===== src/rtl/hdr_stream_pkg.sv =====
package hdr_stream_pkg;
    localparam int WORD_W  = 16;
    localparam int FLAG_W  = 6;
    localparam int ENTRY_W = WORD_W + FLAG_W;

    // flag positions inside the flag field (entry bit = 16 + position)
    localparam int FL_UDP_LEN = 0;
    localparam int FL_IP_LEN  = 1;
    localparam int FL_CSUM    = 2;
    localparam int FL_END     = 3;
    localparam int FL_DST     = 4;
    localparam int FL_SRC     = 5;

    typedef struct packed {
        logic [FLAG_W-1:0] flags;
        logic [WORD_W-1:0] data;
    } tmpl_entry_t;

    typedef enum logic [0:0] {
        ST_IDLE = 1'b0,
        ST_EMIT = 1'b1
    } seq_state_t;
endpackage


===== src/rtl/hdr_tmpl_store.sv =====
module hdr_tmpl_store
    import hdr_stream_pkg::*;
#(
    parameter int DEPTH  = 24,
    parameter int ADDR_W = 5,
    localparam int IDX_W = $clog2(DEPTH)
) (
    input  logic                clk,
    input  logic                rst_n,
    input  logic                we,
    input  logic [ADDR_W-1:0]   addr,
    input  tmpl_entry_t         wdata,
    input  logic [IDX_W-1:0]    rd_slot,
    input  logic [1:0]          port_sel,
    output tmpl_entry_t         rd_entry,
    output logic [WORD_W-1:0]   src_port,
    output logic [WORD_W-1:0]   dst_port
);
    localparam int PORT_N    = 8;
    localparam int PORT_BASE = DEPTH;

    tmpl_entry_t       slots_q [DEPTH];
    logic [WORD_W-1:0] ports_q [PORT_N];

    always_ff @(posedge clk) begin
        if (!rst_n) begin
            for (int i = 0; i < DEPTH; i++) slots_q[i] <= '0;
            for (int p = 0; p < PORT_N; p++) ports_q[p] <= '0;
        end else if (we) begin
            for (int i = 0; i < DEPTH; i++)
                if (int'(addr) == i) slots_q[i] <= wdata;
            for (int p = 0; p < PORT_N; p++)
                if (int'(addr) == PORT_BASE + p) ports_q[p] <= wdata.data;
        end
    end

    always_comb begin
        rd_entry = '0;
        if (int'(rd_slot) < DEPTH) rd_entry = slots_q[rd_slot];
        src_port = ports_q[{port_sel, 1'b0}];
        dst_port = ports_q[{port_sel, 1'b1}];
    end
endmodule


===== src/rtl/hdr_field_sub.sv =====
module hdr_field_sub
    import hdr_stream_pkg::*;
#(
    parameter int IP_OVERHEAD  = 28,
    parameter int UDP_OVERHEAD = 8
) (
    input  tmpl_entry_t       entry,
    input  logic [WORD_W-1:0] pay_bytes,
    input  logic [WORD_W-1:0] src_port,
    input  logic [WORD_W-1:0] dst_port,
    output logic [WORD_W-1:0] word,
    output logic              end_flag
);
    logic [WORD_W-1:0] ip_total;
    logic [WORD_W-1:0] udp_total;
    logic [WORD_W:0]   csum_sum;
    logic [WORD_W-1:0] csum_fold;

    always_comb begin
        ip_total  = pay_bytes + WORD_W'(IP_OVERHEAD);
        udp_total = pay_bytes + WORD_W'(UDP_OVERHEAD);
        csum_sum  = {1'b0, entry.data} + {1'b0, ip_total};
        csum_fold = csum_sum[WORD_W-1:0] + {{(WORD_W-1){1'b0}}, csum_sum[WORD_W]};
        end_flag  = entry.flags[FL_END];

        if (entry.flags[FL_SRC])          word = src_port;
        else if (entry.flags[FL_DST])     word = dst_port;
        else if (entry.flags[FL_CSUM])    word = ~csum_fold;
        else if (entry.flags[FL_IP_LEN])  word = ip_total;
        else if (entry.flags[FL_UDP_LEN]) word = udp_total;
        else                              word = entry.data;
    end
endmodule


===== src/rtl/hdr_seq_fsm.sv =====
module hdr_seq_fsm
    import hdr_stream_pkg::*;
#(
    parameter int DEPTH      = 24,
    parameter int FIRST_SLOT = 2,
    localparam int IDX_W     = $clog2(DEPTH)
) (
    input  logic             clk,
    input  logic             rst_n,
    input  logic             start,
    input  logic             end_word,
    input  logic             out_ready,
    output logic [IDX_W-1:0] slot,
    output logic             load,
    output logic             idle,
    output logic             out_valid,
    output logic             out_first
);
    seq_state_t       state_q, state_d;
    logic [IDX_W-1:0] slot_q, slot_d;

    // state register
    always_ff @(posedge clk) begin
        if (!rst_n) begin
            state_q <= ST_IDLE;
            slot_q  <= IDX_W'(FIRST_SLOT);
        end else begin
            state_q <= state_d;
            slot_q  <= slot_d;
        end
    end

    // transitions: LAUNCH, ADVANCE, FINISH
    always_comb begin
        state_d = state_q;
        slot_d  = slot_q;
        unique case (state_q)
            ST_IDLE: begin
                if (start) begin
                    state_d = ST_EMIT;
                    slot_d  = IDX_W'(FIRST_SLOT);
                end
            end
            ST_EMIT: begin
                if (out_ready) begin
                    if (end_word) state_d = ST_IDLE;
                    else          slot_d  = slot_q + IDX_W'(1);
                end
            end
            default: state_d = ST_IDLE;
        endcase
    end

    // outputs
    always_comb begin
        slot      = slot_q;
        idle      = (state_q == ST_IDLE);
        out_valid = (state_q == ST_EMIT);
        out_first = out_valid && (slot_q == IDX_W'(FIRST_SLOT));
        load      = idle && start;
    end
endmodule


===== src/rtl/hdr_stream.sv =====
module hdr_stream
    import hdr_stream_pkg::*;
#(
    parameter int DEPTH        = 24,
    parameter int ADDR_W       = 5,
    parameter int FIRST_SLOT   = 2,
    parameter int IP_OVERHEAD  = 28,
    parameter int UDP_OVERHEAD = 8
) (
    input  logic              clk,
    input  logic              rst_n,
    input  logic              cfg_we,
    input  logic [ADDR_W-1:0] cfg_addr,
    input  logic [21:0]       cfg_wdata,
    input  logic              start,
    input  logic [15:0]       pay_len,
    input  logic              chan_sel,
    input  logic              err_sel,
    output logic              idle,
    output logic              out_valid,
    input  logic              out_ready,
    output logic [15:0]       out_data,
    output logic              out_first,
    output logic              out_last
);
    localparam int IDX_W = $clog2(DEPTH);

    logic [IDX_W-1:0]  slot;
    logic              load;
    logic              end_flag;
    logic              end_word;
    tmpl_entry_t       entry;
    logic [WORD_W-1:0] src_port, dst_port;
    logic [WORD_W-1:0] len_q;
    logic [1:0]        sel_q;

    always_ff @(posedge clk) begin
        if (!rst_n) begin
            len_q <= '0;
            sel_q <= '0;
        end else if (load) begin
            len_q <= pay_len;
            sel_q <= {chan_sel, err_sel};
        end
    end

    hdr_tmpl_store #(.DEPTH(DEPTH), .ADDR_W(ADDR_W)) u_store (
        .clk(clk), .rst_n(rst_n), .we(cfg_we), .addr(cfg_addr),
        .wdata(tmpl_entry_t'(cfg_wdata)), .rd_slot(slot), .port_sel(sel_q),
        .rd_entry(entry), .src_port(src_port), .dst_port(dst_port)
    );

    hdr_field_sub #(.IP_OVERHEAD(IP_OVERHEAD), .UDP_OVERHEAD(UDP_OVERHEAD)) u_sub (
        .entry(entry), .pay_bytes(len_q), .src_port(src_port),
        .dst_port(dst_port), .word(out_data), .end_flag(end_flag)
    );

    assign end_word = end_flag || (slot == IDX_W'(DEPTH - 1));
    assign out_last = out_valid && end_word;

    hdr_seq_fsm #(.DEPTH(DEPTH), .FIRST_SLOT(FIRST_SLOT)) u_fsm (
        .clk(clk), .rst_n(rst_n), .start(start), .end_word(end_word),
        .out_ready(out_ready), .slot(slot), .load(load), .idle(idle),
        .out_valid(out_valid), .out_first(out_first)
    );
endmodule


===== config.mk =====
export PLATFORM = sky130hd
export DESIGN_NAME = hdr_stream
export DESIGN_NICKNAME = d
export VERILOG_FILES = /design/src/rtl/hdr_stream_pkg.sv /design/src/rtl/hdr_tmpl_store.sv /design/src/rtl/hdr_field_sub.sv /design/src/rtl/hdr_seq_fsm.sv /design/src/rtl/hdr_stream.sv
export SDC_FILE = /design/constraint.sdc
export NUM_CORES = 1
export LEC_CHECK = 0
export BUFFER_PORTS_ARGS = -buffer_cell sky130_fd_sc_hd__buf_2
export CORE_ASPECT_RATIO = 0.8
export CORE_MARGIN = 4
export CORE_UTILIZATION = 60
export DETAILED_ROUTE_END_ITERATION = 6
export HOLD_SLACK_MARGIN = 0.08
export PLACE_DENSITY = 0.79
export REMOVE_ABC_BUFFERS = 1
export SLEW_MARGIN = 20
export SYNTH_ARGS = -nofsm -noshare
export SYNTH_HDL_FRONTEND = slang
export SYNTH_SLANG_ARGS = --single-unit

===== constraint.sdc =====
create_clock -name clk -period 8.9 [get_ports clk]
set_clock_uncertainty 0.1 [all_clocks]
set_input_delay 1.78 -clock clk [delete_from_list [all_inputs] [get_ports clk]]
set_output_delay 1.78 -clock clk [all_outputs]
set_load 0.02 [all_outputs]

==> run metrics <==
Leak Pwr=11.8 nW; Mapped Avg Cell Area=14.0 sq um; die span in x=263 um; Port Buffer Count=69; Slew Viols, Final=0; worst slack, placed=0.588 ns; Buf+Inv Stages, Crit Path=5; Synth top cells by count=edfxtp_1 (656), nor2_1 (564), nand2_1 (170); Worst path slowest cell=or4_1; final worst path period share=0.989; Yosys top cell area share=0.633; TritonRoute pass-1 iters=7; number of CTS-inserted buffers=66; CP Capture Type=output pin; Final Hold Viols=0; post-route ant nets=0; max incr delay on CP=0.53 ns; number of max-cap violations=0; VDD IR-drop max=0.152 mV; Synth area leader=edfxtp_1; Final Wtd Congestion=0.938; Switching Fraction=0.249; Worst-Margin Slew=1.16 ns; clk_lat worst skew=0.62 ns; DIE AREA=55,600 sq um; Slew headroom=0.227; total global-route track usage=0.315; final setup violation count=0; synthesized area=31,100 sq um; top cells by area, synth=edfxtp_1 (63%), mux4_2 (12%), nor2_1 (6.8%); Synth Flop Type=edfxtp_1; HP Class=reg2reg; Synth cell types=74; nets=2,366; async set or reset register ratio after synthesis=0; layout cell share with drive strength beyond 1=0.209; Internal=5.62 mW; combinational share of power=0.112; core area=51,200 sq um; CP startpoint kind=flop; Clock Tree Buf Depth=3; largest net degree at the start of global routing=49; DR WL/cell=29.2 um; Sink Count=687; CP arrival=6.92 ns; worst hold start=sel_q[0]$_SDFFE_PN0P_; Gate Count Post-Synth=2,227; most common cell in the netlist=edfxtp_1; CP Class=reg2out; GRT Residual Overflow=0; drc violations=7; initial antenna violation count=0; EDFF count, synth=656; final worst slack=0.0954 ns; most frequent CP cell=buf_4; CTS tree=done; Reg clk slew, reported paths=0.07 ns; initial drt markers=3,406; height of the chip=212 um; row count=74; Clock Power Share=0.378; Sequential Power Share=0.510; CP Max Fanout=11; CP delay by family, top=simple AND/OR/NAND/NOR gates; initial core utilization=0.608; WHS=0.382 ns; P_sw=1.86 mW; CP required=7.02 ns; sequential fraction of the synthesis area=0.653; io pins=70; P&R area growth vs syn=11.5%; FMAX=114 MHz; Yosys reg bits=687; vias per inst=6.76; first-pass GRT wire length=130,000 um; CTS HTree Levels=3; Yosys warnings=0; minimum clock period=8.80 ns; via total after detailed routing=20,400; status=finished, violations left; PD cells=215 nW/um^2; vias in the first global route=20,100; Post-DP HPWL=52,600 um; failing checks=design-rule violations; CTS root buf=clkbuf_16; # diodes=0; total routed wirelength=88,200 um
cells in the final DEF, fill, tap and decap left out, types with 14 or more instances in the layout:
cell,n
edfxtp_1,656
nor2_1,563
mux4_2,169
nand2_1,163
buf_4,87
buf_2,69
clkbuf_16,67
mux2i_1,59
inv_1,39
xnor2_1,29
a21oi_1,28
dfxtp_1,26
ha_1,23
a21boi_0,21
nand3_1,18
xor2_1,17
nand4_1,16
a211oi_1,16
nor3_1,15
o21ai_0,15
o21ai_1,14
final cells by class:
| cell class | count | area (sq um) |
|---|---|---|
| inverters | 40 | 150 |
| fillers | 3365 | 16500 |
| well taps | 684 | 856 |
| flip-flops and latches | 687 | 20300 |
| multi-input cells | 1336 | 10100 |
| repair buffers | 161 | 1110 |
| clock inverters | 41 | 435 |
| clock buffers | 75 | 1710 |
repair_timing:
action	4_1_cts	5_1_grt
setup buffers	1	12
endpoints found under the setup margin	6	13
gates resized for setup	1	15
hold buffers	0	0
pin swaps	0	2
cloned	0	1
cells by family (layout without fill, tap and decap cells):
group	count (synthesis)	in the layout	synth area share
mux	243	243	0.147
buf+inv	204	317	0.0275
simple gates	853	853	0.113
compound gates	169	169	0.0372
xor+xnor	47	47	0.0135
fa+ha+maj	24	24	0.00989
flops	687	687	0.653
layer usage:
layer | share of wire | GRT usage | vias to the layer above
li1 | - | - | 8353
met1 | 0.37 | 0.449 | 10100
met2 | 0.46 | 0.487 | 1757
met3 | 0.14 | 0.0860 | 235
met4 | 0.036 | 0.0948 | 0
met5 | 0 | 0 | -
per-stage QoR:
step / total power, mW / std cells / area [sq um] / TNS, ns / utilization
2_1_floorplan: 4.38 / 2063 / 30400 / -61.85 / -
3_3_place_gp: 4.64 / 2894 / 32400 / 0 / 0.632
3_5_place_dp: 4.67 / 2894 / 32400 / 0 / 0.632
4_1_cts: 7.44 / 3011 / 34500 / 0 / 0.674
5_1_grt: 7.69 / 3024 / 34700 / -0.317 / 0.678
6_report: 7.48 / 3024 / 34700 / 0 / 0.678
worst min-delay path, stage by stage (launching register included):
cell      delay [ns]
dfxtp_1         0.30
nand2_1         0.04
a21boi_0        0.09
power groups by stage:
stage / Clock [mW] / Sequential, mW / Combinational, mW
floorplan: 0 / 3.87 / 0.507
global placement: 0 / 3.86 / 0.776
detailed placement: 0 / 3.88 / 0.788
CTS: 2.83 / 3.82 / 0.802
global route: 2.97 / 3.83 / 0.882
finish: 2.83 / 3.82 / 0.838
final timing paths:
check                                    end  slack, ns  cells after the start
worst min register to register          flop       0.38                      2
worst max register to register          flop       5.29                     10
worst min-delay path                    flop       0.38                      2
worst max-delay path            out_data[11]        0.1                     28
flip-flops by register name (all words and copies together), names as in the netlist, named ones only:
signal	flops
u_fsm.out_valid	1
len_q	16
sel_q	2
u_store.slots_q	528
u_fsm.slot	5
u_store.ports_q	128
(Power assumes the default switching activity.)
